## src/rtl/cal_pkg.sv

```systemverilog
package cal_pkg;

  localparam int unsigned FIELD_W = 8;

  localparam logic [3:0] A_HUND = 4'd0;
  localparam logic [3:0] A_SEC  = 4'd1;
  localparam logic [3:0] A_MIN  = 4'd2;
  localparam logic [3:0] A_HOUR = 4'd3;
  localparam logic [3:0] A_DAY  = 4'd4;
  localparam logic [3:0] A_WDAY = 4'd5;
  localparam logic [3:0] A_MON  = 4'd6;
  localparam logic [3:0] A_YEAR = 4'd7;
  localparam logic [3:0] A_CTRL = 4'd8;
  localparam logic [3:0] A_CMD  = 4'd9;

  localparam logic [7:0] CMD_PSC_CLEAR = 8'hA5;

  // Two-digit BCD increment (no range check)
  function automatic logic [7:0] bcd_inc(input logic [7:0] v);
    logic [7:0] r;
    if (v[3:0] >= 4'd9) r = {v[7:4] + 4'd1, 4'd0};
    else                r = {v[7:4], v[3:0] + 4'd1};
    return r;
  endfunction

  // Year (BCD 00..99) divisible by four: 10*t+u = 2*t+u (mod 4)
  function automatic logic is_leap(input logic [7:0] yr);
    logic [4:0] s;
    s = {1'b0, yr[3:0]} + (yr[4] ? 5'd2 : 5'd0);
    return (s[1:0] == 2'd0);
  endfunction

  // Last day (BCD) of a BCD month
  function automatic logic [7:0] last_day(input logic [7:0] mon, input logic [7:0] yr);
    logic [7:0] d;
    case (mon)
      8'h02:                      d = is_leap(yr) ? 8'h29 : 8'h28;
      8'h04, 8'h06, 8'h09, 8'h11: d = 8'h30;
      default:                    d = 8'h31;
    endcase
    return d;
  endfunction

endpackage

```

## src/rtl/cal_prescaler.sv

```systemverilog
module cal_prescaler #(
  parameter int unsigned DIV = 4
) (
  input  logic clk,
  input  logic rst,
  input  logic run,
  input  logic base_tick,
  input  logic clr,
  output logic step
);
  localparam int unsigned CW = (DIV > 1) ? $clog2(DIV) : 1;
  localparam logic [CW-1:0] LAST = CW'(DIV - 1);

  generate
    if (DIV <= 1) begin : g_pass
      assign step = run & base_tick;
    end else begin : g_div
      logic [CW-1:0] cnt_q;
      assign step = run & base_tick & (cnt_q == LAST);
      always_ff @(posedge clk) begin
        if (rst || clr) begin
          cnt_q <= '0;
        end else if (run && base_tick) begin
          cnt_q <= (cnt_q == LAST) ? '0 : cnt_q + CW'(1);
        end
      end
    end
  endgenerate
endmodule

```

## src/rtl/cal_field.sv

```systemverilog
module cal_field
  import cal_pkg::*;
#(
  parameter logic [7:0] RST_VAL = 8'h00,
  parameter logic [7:0] MIN_VAL = 8'h00,
  parameter logic [7:0] MASK    = 8'hFF
) (
  input  logic       clk,
  input  logic       rst,
  input  logic       ld,
  input  logic [7:0] ld_val,
  input  logic       inc,
  input  logic [7:0] top,
  output logic [7:0] q,
  output logic       carry
);
  logic at_top;
  assign at_top = (q >= top);
  assign carry  = inc & ~ld & at_top;

  always_ff @(posedge clk) begin
    if (rst) begin
      q <= RST_VAL;
    end else if (ld) begin
      q <= ld_val & MASK;
    end else if (inc) begin
      q <= at_top ? MIN_VAL : bcd_inc(q);
    end
  end
endmodule

```

## src/rtl/cal_hour.sv

```systemverilog
module cal_hour
  import cal_pkg::*;
(
  input  logic       clk,
  input  logic       rst,
  input  logic       ld,
  input  logic [7:0] ld_val,
  input  logic       inc,
  input  logic       mode12,
  output logic [7:0] q,
  output logic       carry
);
  logic       pm;
  logic [7:0] h12;
  logic [7:0] nxt;
  logic       wrap;

  assign pm  = q[5];
  assign h12 = {3'b000, q[4:0]};

  always_comb begin
    nxt  = bcd_inc(q);
    wrap = 1'b0;
    if (mode12) begin
      if (h12 == 8'h11) begin
        nxt  = {2'b00, ~pm, 5'h12};
        wrap = pm;
      end else if (h12 >= 8'h12) begin
        nxt = {2'b00, pm, 5'h01};
      end else begin
        nxt = {2'b00, pm, 5'(bcd_inc(h12))};
      end
    end else if (q >= 8'h23) begin
      nxt  = 8'h00;
      wrap = 1'b1;
    end
  end

  assign carry = inc & ~ld & wrap;

  always_ff @(posedge clk) begin
    if (rst) begin
      q <= 8'h00;
    end else if (ld) begin
      q <= ld_val & 8'h3F;
    end else if (inc) begin
      q <= nxt;
    end
  end
endmodule

```

## src/rtl/bcd_calendar_core.sv

```systemverilog
module bcd_calendar_core
  import cal_pkg::*;
#(
  parameter int unsigned PSC_DIV = 4,
  parameter int unsigned ADDR_W  = 4
) (
  input  logic              clk,
  input  logic              rst,
  input  logic              base_tick_i,
  input  logic              osc_fail_i,
  input  logic              wr_en_i,
  input  logic [ADDR_W-1:0] wr_addr_i,
  input  logic [7:0]        wr_data_i,
  input  logic [ADDR_W-1:0] rd_addr_i,
  output logic [7:0]        rd_data_o
);
  localparam int unsigned NFAST = 3;
  localparam int unsigned NADDR = 1 << ADDR_W;

  logic [NADDR-1:0] wr_hit;
  logic             stop_q, mode12_q, os_q;
  logic             psc_clr, hund_tick;
  logic [NFAST:0]   chain;
  logic [7:0]       fast_q [NFAST];
  logic [7:0]       hour_q, day_q, wday_q, mon_q, year_q;
  logic             hour_c, day_c, wday_c, mon_c, year_c;
  logic [7:0]       day_top;

  always_comb begin
    wr_hit = '0;
    if (wr_en_i) wr_hit[wr_addr_i] = 1'b1;
  end

  assign psc_clr = wr_hit[A_CMD] & (wr_data_i == CMD_PSC_CLEAR);

  cal_prescaler #(.DIV(PSC_DIV)) u_psc (
    .clk(clk), .rst(rst), .run(~stop_q), .base_tick(base_tick_i),
    .clr(psc_clr), .step(hund_tick)
  );

  assign chain[0] = hund_tick;

  // hundredths, seconds, minutes share one wrap-counter shape
  generate
    for (genvar i = 0; i < NFAST; i++) begin : g_fast
      localparam logic [7:0] TOP_V  = (i == 0) ? 8'h99 : 8'h59;
      localparam logic [7:0] MASK_V = (i == 0) ? 8'hFF : 8'h7F;
      logic       ld;
      logic [7:0] val;
      if (i == 0) begin : g_h
        assign ld  = wr_hit[i] | psc_clr;
        assign val = psc_clr ? 8'h00 : wr_data_i;
      end else begin : g_o
        assign ld  = wr_hit[i];
        assign val = wr_data_i;
      end
      cal_field #(.RST_VAL(8'h00), .MIN_VAL(8'h00), .MASK(MASK_V)) u_f (
        .clk(clk), .rst(rst), .ld(ld), .ld_val(val), .inc(chain[i]),
        .top(TOP_V), .q(fast_q[i]), .carry(chain[i+1])
      );
    end
  endgenerate

  cal_hour u_hour (
    .clk(clk), .rst(rst), .ld(wr_hit[A_HOUR]), .ld_val(wr_data_i),
    .inc(chain[NFAST]), .mode12(mode12_q), .q(hour_q), .carry(hour_c)
  );

  assign day_top = last_day(mon_q, year_q);

  cal_field #(.RST_VAL(8'h01), .MIN_VAL(8'h01), .MASK(8'h3F)) u_day (
    .clk(clk), .rst(rst), .ld(wr_hit[A_DAY]), .ld_val(wr_data_i),
    .inc(hour_c), .top(day_top), .q(day_q), .carry(day_c)
  );

  cal_field #(.RST_VAL(8'h00), .MIN_VAL(8'h00), .MASK(8'h07)) u_wday (
    .clk(clk), .rst(rst), .ld(wr_hit[A_WDAY]), .ld_val(wr_data_i),
    .inc(hour_c), .top(8'h06), .q(wday_q), .carry(wday_c)
  );

  cal_field #(.RST_VAL(8'h01), .MIN_VAL(8'h01), .MASK(8'h1F)) u_mon (
    .clk(clk), .rst(rst), .ld(wr_hit[A_MON]), .ld_val(wr_data_i),
    .inc(day_c), .top(8'h12), .q(mon_q), .carry(mon_c)
  );

  cal_field #(.RST_VAL(8'h00), .MIN_VAL(8'h00), .MASK(8'hFF)) u_year (
    .clk(clk), .rst(rst), .ld(wr_hit[A_YEAR]), .ld_val(wr_data_i),
    .inc(mon_c), .top(8'h99), .q(year_q), .carry(year_c)
  );

  // control byte and sticky failure flag
  always_ff @(posedge clk) begin
    if (rst) begin
      stop_q   <= 1'b0;
      mode12_q <= 1'b0;
      os_q     <= 1'b1;
    end else begin
      if (wr_hit[A_CTRL]) begin
        stop_q   <= wr_data_i[0];
        mode12_q <= wr_data_i[1];
      end
      if (osc_fail_i)                          os_q <= 1'b1;
      else if (wr_hit[A_SEC] && !wr_data_i[7]) os_q <= 1'b0;
    end
  end

  always_ff @(posedge clk) begin
    if (rst) begin
      rd_data_o <= 8'h00;
    end else begin
      case (4'(rd_addr_i))
        A_HUND:  rd_data_o <= fast_q[0];
        A_SEC:   rd_data_o <= {os_q, fast_q[1][6:0]};
        A_MIN:   rd_data_o <= fast_q[2];
        A_HOUR:  rd_data_o <= hour_q;
        A_DAY:   rd_data_o <= day_q;
        A_WDAY:  rd_data_o <= wday_q;
        A_MON:   rd_data_o <= mon_q;
        A_YEAR:  rd_data_o <= year_q;
        A_CTRL:  rd_data_o <= {6'b0, mode12_q, stop_q};
        default: rd_data_o <= 8'h00;
      endcase
    end
  end

endmodule

```

## config.mk

```make
export PLATFORM = sky130hd
export DESIGN_NAME = bcd_calendar_core
export DESIGN_NICKNAME = d
export VERILOG_FILES = /design/src/rtl/cal_pkg.sv /design/src/rtl/cal_prescaler.sv /design/src/rtl/cal_field.sv /design/src/rtl/cal_hour.sv /design/src/rtl/bcd_calendar_core.sv
export SDC_FILE = /design/constraint.sdc
export NUM_CORES = 1
export LEC_CHECK = 0
export BUFFER_PORTS_ARGS = -buffer_cell sky130_fd_sc_hd__buf_2
export CAP_MARGIN = 20
export CORE_MARGIN = 3
export CORE_UTILIZATION = 55
export DETAILED_ROUTE_END_ITERATION = 16
export PLACE_DENSITY_LB_ADDON = 0.08
export SKIP_CTS_REPAIR_TIMING = 1
export SLEW_MARGIN = 20
export SYNTH_ARGS = -nofsm -noshare
export SYNTH_HDL_FRONTEND = slang
export SYNTH_SLANG_ARGS = --single-unit
export TNS_END_PERCENT = 5
```

## constraint.sdc

```tcl
create_clock -name clk -period 3.75 [get_ports clk]
set_input_delay 0.9375 -clock clk [delete_from_list [all_inputs] [get_ports clk]]
set_output_delay 0.9375 -clock clk [all_outputs]
set_load 0.02 [all_outputs]
```

## Yosys cells after proc, flatten, opt, wreduce, memory -nomap -nowiden

Cells that the tools add are included.

| cells by class | value |
|---|---|
| add/sub/neg operators | 19 |
| multipliers | 0 |
| divide/modulo/power cells | 0 |
| $lt $le $gt $ge | 19 |
| eq/ne operators | 18 |
| shifts and indexed selects | 0 |
| muxes and demuxes | 48 |
| bitwise logic cells | 24 |
| reduce and logical (&&, ||, !) cells | 50 |

Operators with widths:

| cell | count |
|---|---|
| 2-to-1 mux 8 bit | 23 |
| one-hot mux 8 bit (9 select lines) | 1 |
| adder 4 x 1 -> 4 bit (second input constant) | 16 |
| >= comparator 4 bit (second input constant) | 8 |
| 2-to-1 mux 7 bit | 4 |
| nonzero test 2 bit | 13 |
| 2-to-1 mux 6 bit | 4 |
| AND reduction 2 bit | 12 |
| nonzero test 3 bit | 7 |
| 2-to-1 mux 5 bit | 4 |
| == test 4 x 3 -> 1 bit (second input constant) | 4 |
| == test 8 x 3 -> 1 bit (second input constant) | 2 |
| >= comparator 8 x 7 -> 1 bit (second input constant) | 2 |
| >= comparator 8 bit (second input constant) | 2 |
| AND 1 bit | 15 |
| OR reduction 2 bit | 7 |
| 2-to-1 mux 10 bit | 1 |
| one-hot mux 5 bit (2 select lines) | 1 |
| == test 4 x 2 -> 1 bit (second input constant) | 2 |
| == test 8 x 2 -> 1 bit (second input constant) | 1 |
| == test 8 x 4 -> 1 bit (second input constant) | 1 |
| == test 8 x 5 -> 1 bit (second input constant) | 1 |
| == test 8 bit (second input constant) | 1 |
| >= comparator 8 x 3 -> 1 bit (second input constant) | 1 |
| 29 further kinds | 45 |

| word-level totals | value |
|---|---|
| register bits | 77 |
| bits in latches | 0 |
| bits in writable memories | 0 |
| ROM bits | 0 |
| input bits | 21 |
| output and inout bits | 8 |
| logic and storage cells | 206 |
| memories | 0 |

## Depth between registers and ports, before layout

Gate-level depths: netlist of run 1.

| depth | value |
|---|---|
| depth after elaboration | 22 |
| mapped depth | 17 |
| gate-level depth less buffers | 15 |

## Modules after synthesis

Synthesis of run 1 repeated with hierarchy kept, for this count alone.

| unflattened totals | value |
|---|---|
| cell total of the unflattened synthesis | 897 |
| area total of the unflattened synthesis | 7248.2 sq um |

Modules (own cells, without submodules):

| module | times used | cells each | area each (sq um) | sequential area each (sq um) |
|---|---|---|---|---|
| cal_field (g_fast[0].u_f ...) | 2 | 94 | 774.5 | 160.2 |
| cal_field (g_fast[1].u_f ...) | 2 | 97 | 733.2 | 160.2 |
| bcd_calendar_core | 1 | 152 | 1252.5 | 220.2 |
| cal_field (u_day) | 1 | 92 | 749.5 | 160.2 |
| cal_hour | 1 | 91 | 718.2 | 160.2 |
| cal_field (u_mon) | 1 | 87 | 716.9 | 160.2 |
| cal_field (u_wday) | 1 | 82 | 683.2 | 160.2 |
| cal_prescaler | 1 | 11 | 112.6 | 40.0 |

## Least setup slack after synthesis of run 1

No wires, ideal clock.

| timing path | value |
|---|---|
| kind | input to register |
| start | in wr_data_i[2] |
| end | reg u_year.q[5] |
| library setup time | 122 ps |
| arrival | 3188 ps |
| data required time | 3628 ps |
| path slack | 440 ps |
| cell stages on the path | 9 |
| path buffers | 3 |
| path through | buf_2 > nor4bb_1 > and4_4 > or4_1 > buf_2 > or4b_4 > buf_2 > or2_1 > a311o_1 |

| between the ends | value |
|---|---|
| cells in the longest elaborated chain, start to end | 18 |

Ends and longest elaborated chain:

| element | line | text |
|---|---|---|
| start: declaration | bcd_calendar_core.sv:13 | `input logic [7:0] wr_data_i,` |
| == test 8 bit | bcd_calendar_core.sv:34 | `assign psc_clr = wr_hit[A_CMD] & (wr_data_i == CMD_PSC_CLEAR);` |
| AND 1 bit | bcd_calendar_core.sv:34 |  |
| bitwise OR 1 bit | bcd_calendar_core.sv:51 | `assign ld = wr_hit[i] \| psc_clr;` |
| inverter 1 bit | cal_field.sv:19 | `assign carry = inc & ~ld & at_top;` |
| AND 1 bit (6 in a row) | cal_field.sv:19 |  |
| AND 1 bit (2 in a row) | cal_hour.sv:39 | `assign carry = inc & ~ld & wrap;` |
| AND 1 bit (4 in a row) | cal_field.sv:19 |  |
| nonzero test 2 bit (no line) | n/a |  |
| AND reduction 2 bit (no line) | n/a |  |
| end signal: assignment | cal_field.sv:25 | `q <= ld_val & MASK;` |
| end signal: assignment | cal_field.sv:27 | `q <= at_top ? MIN_VAL : bcd_inc(q);` |
| end: declaration | cal_field.sv:14 | `output logic [7:0] q,` |

No other way between the ends.
A chain may end at the register's enable or synchronous reset.

## Worst setup path in the final report of run 1

| timing path | value |
|---|---|
| start | reg u_mon.q[5] |
| end | reg u_year.q[6] |

| between the ends | value |
|---|---|
| cells in the longest elaborated chain, start to end | 9 |
| elaborated cells between the ends (all ways) | 14 |
| classes of those cells | 2 x order compare; 5 x eq/ne; 1 x mux; 3 x bitwise; 3 x reduce/logical |

Ends and longest elaborated chain:

| element | line | text |
|---|---|---|
| start: declaration | cal_field.sv:14 |  |
| start signal: assignment | cal_field.sv:25 |  |
| start signal: assignment | cal_field.sv:27 |  |
| == test 8 x 3 -> 1 bit (tied with other cells) | cal_pkg.sv:36 | `case (mon)` |
| OR reduction 4 bit | cal_pkg.sv:36 |  |
| one-hot mux 5 bit (2 select lines) | cal_pkg.sv:36 |  |
| >= comparator 8 x 6 -> 1 bit | cal_field.sv:18 | `assign at_top = (q >= top);` |
| AND 1 bit (2 in a row) | cal_field.sv:19 |  |
| AND 1 bit (*) | cal_field.sv:19 |  |
| nonzero test 2 bit (no line) (*) | n/a |  |
| AND reduction 2 bit (no line) (*) | n/a |  |

Every way passes the cells marked *; elsewhere a longest branch is shown, timed or not.

==> results.json, run 1 <==
{
  "status": "finished clean",
  "synth-seq-cells": 77,
  "clock.fmax_mhz": 284,
  "fin_skew_ns": 0.00973,
  "htree_levels": 3,
  "grt_pass1_vias": 5287,
  "tns_ns": 0,
  "cp.buffers_inverters": 2,
  "post-route-min-period_ns": 3.52,
  "cp_common_cell": "nand2_1",
  "cts_tree": "done",
  "layout-drive-gt1-share": 0.130,
  "antenna_found_initial": 0,
  "p_leak_nw": 2.32,
  "die_area_mm2": 0.0113,
  "avgSynthCellArea_um2": 8.12,
  "clk_pin_slew_worst_paths_ns": 0.08,
  "start_util": 0.568,
  "grt_overflow": 0,
  "mostFrequentLayoutCells": "dfxtp_1 (77), nand2_1 (70), nor2_1 (58), ha_1 (49)",
  "insertion_delay_ns": 0.36,
  "pwr_density_cell_mw_per_mm2": 294,
  "nNetsFinal": 780,
  "yosysWarningCount": 0,
  "grt_pass1_wl_um": 28200,
  "dr.pass1.iters": 5,
  "crit_chain": "inv_1 > ha_1 > mux2_2 > nand2_1 > o21ai_0 > nand2_1 > nand2_1 > o31ai_1 > ha_1 > nor4b_1 > o221a_2 > nor2_4 > or4b_4 > buf_4 > or2_1 > a311o_1",
  "layout.cells.most_common": "dfxtp_1",
  "yosys.cell_types.count": 74,
  "syn-num-nets": 754,
  "ant_nets": 0,
  "die-height_um": 106,
  "syn_inst": 684,
  "cts_made_buffers": 9,
  "slew_headroom": 0.419,
  "cp-start-kind": "flop",
  "vias": 5533,
  "cts_root_buffer": "clkbuf_8",
  "peakVddDrop_v": 0.000188,
  "coreArea_mm2": 0.00977,
  "tightest_slew_ns": 0.861,
  "maxCapViolations": 0,
  "port_buffers": 28,
  "hold_viol": 0,
  "critical_path_arrival_ns": 3.77,
  "grt_max_degree": 37,
  "drc": 0,
  "io_pins": 29,
  "synth_edf_count": 0,
  "period_share": 0.939,
  "hp-class": "reg2reg",
  "ys_seq_area_frac": 0.278,
  "avgRoutedWirePerCell_um": 20.3,
  "end_kind": "flop",
  "worstPathRequired_ns": 4.00,
  "gp_congestion": 0.966,
  "area_growth_pct": 9.98,
  "cts.sinks": 77,
  "setup_violations": 0,
  "async_flop_share": 0,
  "dp_hpwl_um": 12800,
  "rsz0062_at_grt": "false",
  "p_total_mw": 1.79,
  "final_max_slew_viol_count": 0,
  "viasPerCell": 6.52,
  "crit_type": "reg2reg",
  "std_cell_rows": 36,
  "drt_iter0_drc": 457,
  "synth_ff_type": "dfxtp_1",
  "max_stage_delay_ns": 0.55,
  "n_antenna_cell": 0,
  "clock_path_buffers": 2,
  "grtUsageTotal": 0.312,
  "syn-cell-area_mm2": 0.00555,
  "fp.dieW_um": 106,
  "crit_fanout": 11,
  "drt-total-wl_um": 17200,
  "crit_slowest_cell": "or4b_4",
  "critPathTopFamily": "simple AND/OR/NAND/NOR gates"
}
==> power breakdown <==
group          leakage (nW)  switching, mW  internal, mW
Sequential            0.623         0.0383         0.839
Clock                 0.101          0.329         0.375
Combinational          1.60          0.128        0.0839
==> worst paths after layout <==
| check | from | to | slack, ns | cells after the start |
|---|---|---|---|---|
| worst max-delay path | u_mon.q[5] | u_year.q[6] | 0.23 | 16 |
| worst min-delay path | u_mon.q[7] | u_mon.q[7] | 0.51 | 1 |
| worst max register to register | u_mon.q[5] | u_year.q[6] | 0.23 | 16 |
| worst min register to register | u_mon.q[7] | u_mon.q[7] | 0.51 | 1 |
==> area by class of cell <==
type / instances / area, µm²
Inverter: 38 / 143
Multi-Input combinational cell: 531 / 3720
Clock inverter: 4 / 72.6
Tap cell: 133 / 166
Timing Repair Buffer: 53 / 328
Sequential cell: 77 / 1540
Fill cell: 878 / 3670
Clock buffer: 12 / 135
==> through the flow <==
stage | setup slack, ns | hold WS, ns | util | instance area, µm² | instances
2_1_floorplan | 0.440 | 0.437 | - | 5550 | 684
3_3_place_gp | 0.165 | 0.484 | 0.601 | 5880 | 830
3_5_place_dp | 0.0950 | 0.493 | 0.601 | 5880 | 830
4_1_cts | 0.0591 | 0.506 | 0.622 | 6080 | 846
5_1_grt | 0.00416 | 0.525 | 0.625 | 6110 | 848
6_report | 0.229 | 0.509 | 0.625 | 6110 | 848
==> worst register-to-register path: cells and delay by family, from the launching register on <==
family / cells / cell delay, ns
flops: 1 / 0.36
buf+inv: 2 / 0.28
simple gates: 7 / 1.23
compound gates: 4 / 0.92
mux: 1 / 0.16
fa+ha+maj: 2 / 0.47
==> state kept, by name, summed over array words and instances (netlist names) <==
| name | cells |
|---|---|
| u_year.q | 8 |
| u_psc.g_div.cnt_q | 2 |
| mode12_q | 1 |
| u_wday.q | 8 |
| g_fast.u_f.q | 24 |
| u_hour.q | 8 |
| rd_data_o | 8 |
| u_day.q | 8 |
| u_mon.q | 8 |
| stop_q | 1 |
| os_q | 1 |
==> synthesized netlist by cell type, types with 9 or more instances <==
cell | number | area, µm²
o31ai_1 | 12 | 90.1
nand2_1 | 70 | 263
ha_1 | 49 | 613
clkbuf_1 | 21 | 78.8
mux2i_1 | 13 | 130
and3_1 | 12 | 75.1
a311oi_1 | 11 | 96.3
inv_1 | 37 | 139
nor3_1 | 17 | 85.1
mux4_2 | 12 | 270
nand3_1 | 33 | 165
dfxtp_1 | 77 | 1540
nor2b_1 | 9 | 56.3
nor2_1 | 59 | 221
a31oi_1 | 10 | 62.6
o21ai_0 | 37 | 185
a211oi_1 | 15 | 113
o211ai_1 | 9 | 67.6
a21oi_1 | 34 | 170
==> logic make-up (layout without fill, tap and decap cells) <==
family          count (synthesis)  in the layout  synth area share
buf+inv                        76            107            0.0541
fa+ha+maj                      49             49             0.110
xor+xnor                        5              5           0.00789
compound gates                179            179             0.220
flops                          77             77             0.278
simple gates                  271            271             0.254
mux                            27             27            0.0761
==> metal layers <==
layer | global-route usage | wire length, µm | vias to the layer above
met1 | 0.420 | 7420 | 2649
met5 | 0 | 0 | -
met3 | 0.0376 | 1260 | 42
met4 | 0.109 | 530 | 0
met2 | 0.519 | 8000 | 244
li1 | - | - | 2598
No activity file was read; power rests on OpenSTA's default activity.
==> inputs of run 2 (changes only) <==
==> constraint.sdc (replaced) <==
create_clock -name clk -period 4.21 [get_ports clk]
set_input_delay 1.0525 -clock clk [delete_from_list [all_inputs] [get_ports clk]]
set_output_delay 1.0525 -clock clk [all_outputs]
set_load 0.02 [all_outputs]
==> run 2 against run 1 <==
Cell count down 2.1%; hold slack worse by 0.023 ns; via count fell by 2.9%; utilization is 1.2 points lower; power is 8.8% lower; critical endpoint is now u_year.q[3]; highest routed layer unchanged.
==> results.json, run 2 (same netlist as run 1, synthesis figures left out) <==
{
  "reg2reg_depth": 15,
  "vias": 5375,
  "area_growth_pct": 7.86,
  "period_share": 0.894,
  "cts_tree": "done",
  "pwr_density_cell_mw_per_mm2": 273,
  "largest_reg_flops": 24,
  "layout.cells.most_common": "dfxtp_1",
  "peakVddDrop_v": 0.000215,
  "grt_pass1_vias": 5102,
  "gp_congestion": 0.958,
  "io_pins": 29,
  "dp_hpwl_um": 12500,
  "crit_type": "reg2reg",
  "dr.pass1.iters": 5,
  "grtUsageTotal": 0.310,
  "path_depth": 15,
  "start_util": 0.568,
  "nNetsFinal": 763,
  "cp-start-kind": "flop",
  "die_area_mm2": 0.0113,
  "worstPathRequired_ns": 4.48,
  "die-height_um": 106,
  "drt_iter0_drc": 410,
  "viasPerCell": 6.48,
  "critPathTopFamily": "simple AND/OR/NAND/NOR gates",
  "p_leak_nw": 2.25,
  "place_ws_ns": 0.501,
  "clk_pin_slew_worst_paths_ns": 0.08,
  "cts_root_buffer": "clkbuf_8",
  "crit_slowest_cell": "or4b_4",
  "status": "finished clean",
  "final_util": 0.613,
  "drt-total-wl_um": 17000,
  "rsz0062_at_grt": "false",
  "cp.buffers_inverters": 1,
  "grt_overflow": 0,
  "cts_made_buffers": 9,
  "crit_fanout": 22,
  "p_total_mw": 1.64,
  "maxCapViolations": 0,
  "clock.fmax_mhz": 266,
  "hold_depth": 2,
  "top_register": "g_fast.u_f.q",
  "post-route-min-period_ns": 3.76,
  "tightest_slew_ns": 0.817,
  "slew_headroom": 0.448,
  "port_buffers": 28,
  "std_cell_rows": 36,
  "tns_ns": 0,
  "timing.hold.ws_ns": 0.486,
  "fin_skew_ns": 0.0156,
  "critical_path_arrival_ns": 4.03,
  "coreArea_mm2": 0.00977,
  "mostFrequentLayoutCells": "dfxtp_1 (77), nand2_1 (70), nor2_1 (59), ha_1 (49)",
  "setup_violations": 0,
  "crit_chain": "inv_1 > ha_1 > nor2b_1 > o211ai_1 > o21ai_0 > nand2_1 > nand2_1 > o31ai_1 > ha_1 > nor4b_1 > o221a_2 > nor2_1 > or4b_4 > or4_1 > a311oi_1",
  "insertion_delay_ns": 0.37,
  "clock_path_buffers": 2,
  "layout-drive-gt1-share": 0.108,
  "grt_pass1_wl_um": 27500,
  "fp.dieW_um": 106,
  "hp-class": "reg2reg",
  "grt_max_degree": 37,
  "hold_viol": 0,
  "drc": 0,
  "avgRoutedWirePerCell_um": 20.4,
  "n_antenna_cell": 0,
  "final_max_slew_viol_count": 0,
  "htree_levels": 3,
  "end_kind": "flop",
  "antenna_found_initial": 0,
  "max_stage_delay_ns": 0.66,
  "ant_nets": 0,
  "cts.sinks": 77,
  "setup_slack_ns": 0.445
}
-- run 2: cell count changes in the layout (fill, tap and decap cells not counted) --
cell	change
nor2_4	-1
nor2_1	+1
bufinv_16	+1
clkinvlp_4	-1
buf_4	-17
nor2b_1	+1
clkinv_2	+1
clkbuf_1	-2
nor2b_2	-1
-- run 2: layout make-up --
| type | instances | area [µm²] |
|---|---|---|
| Inverter | 38 | 143 |
| Clock buffer | 10 | 128 |
| Fill cell | 903 | 3780 |
| Tap cell | 133 | 166 |
| Clock inverter | 5 | 100 |
| Timing Repair Buffer | 36 | 200 |
| Multi-Input combinational cell | 531 | 3710 |
| Sequential cell | 77 | 1540 |
-- run 2: worst paths after layout --
check,endpoint,slack (ns),from
setup / recovery,u_year.q[3],0.45,u_mon.q[4]
setup reg to reg,u_year.q[3],0.45,u_mon.q[4]
hold / removal,u_day.q[6],0.49,u_day.q[6]
hold reg to reg,u_day.q[6],0.49,u_day.q[6]
-- run 2: stage by stage --
| step | instances | area (µm²) |
|---|---|---|
| finish | 830 | 5990 |
| floorplan | 684 | 5550 |
| CTS | 830 | 5990 |
| detailed placement | 815 | 5760 |
| global placement | 815 | 5760 |
| global route | 830 | 5990 |
-- run 2: per-layer routing --
layer	up-vias	routed length (µm)	track usage
met2	234	7870	0.495
met5	-	0	0
li1	2567	-	-
met4	0	506	0.115
met3	36	1270	0.0589
met1	2538	7320	0.418
-- run 2: worst min-delay path, cell delays in order (launching register included) --
cell and delay [ns]:
dfxtp_1 0.33, nand2_1 0.06, a211oi_1 0.05
-- run 2: where the power goes --
group / leakage (nW) / internal (mW) / total (mW) / switching [mW]
Clock: 0.116 / 0.389 / 0.677 / 0.288
Combinational: 1.51 / 0.0670 / 0.173 / 0.106
Sequential: 0.623 / 0.748 / 0.785 / 0.0379
Total: 2.25 / 1.20 / 1.64 / 0.432
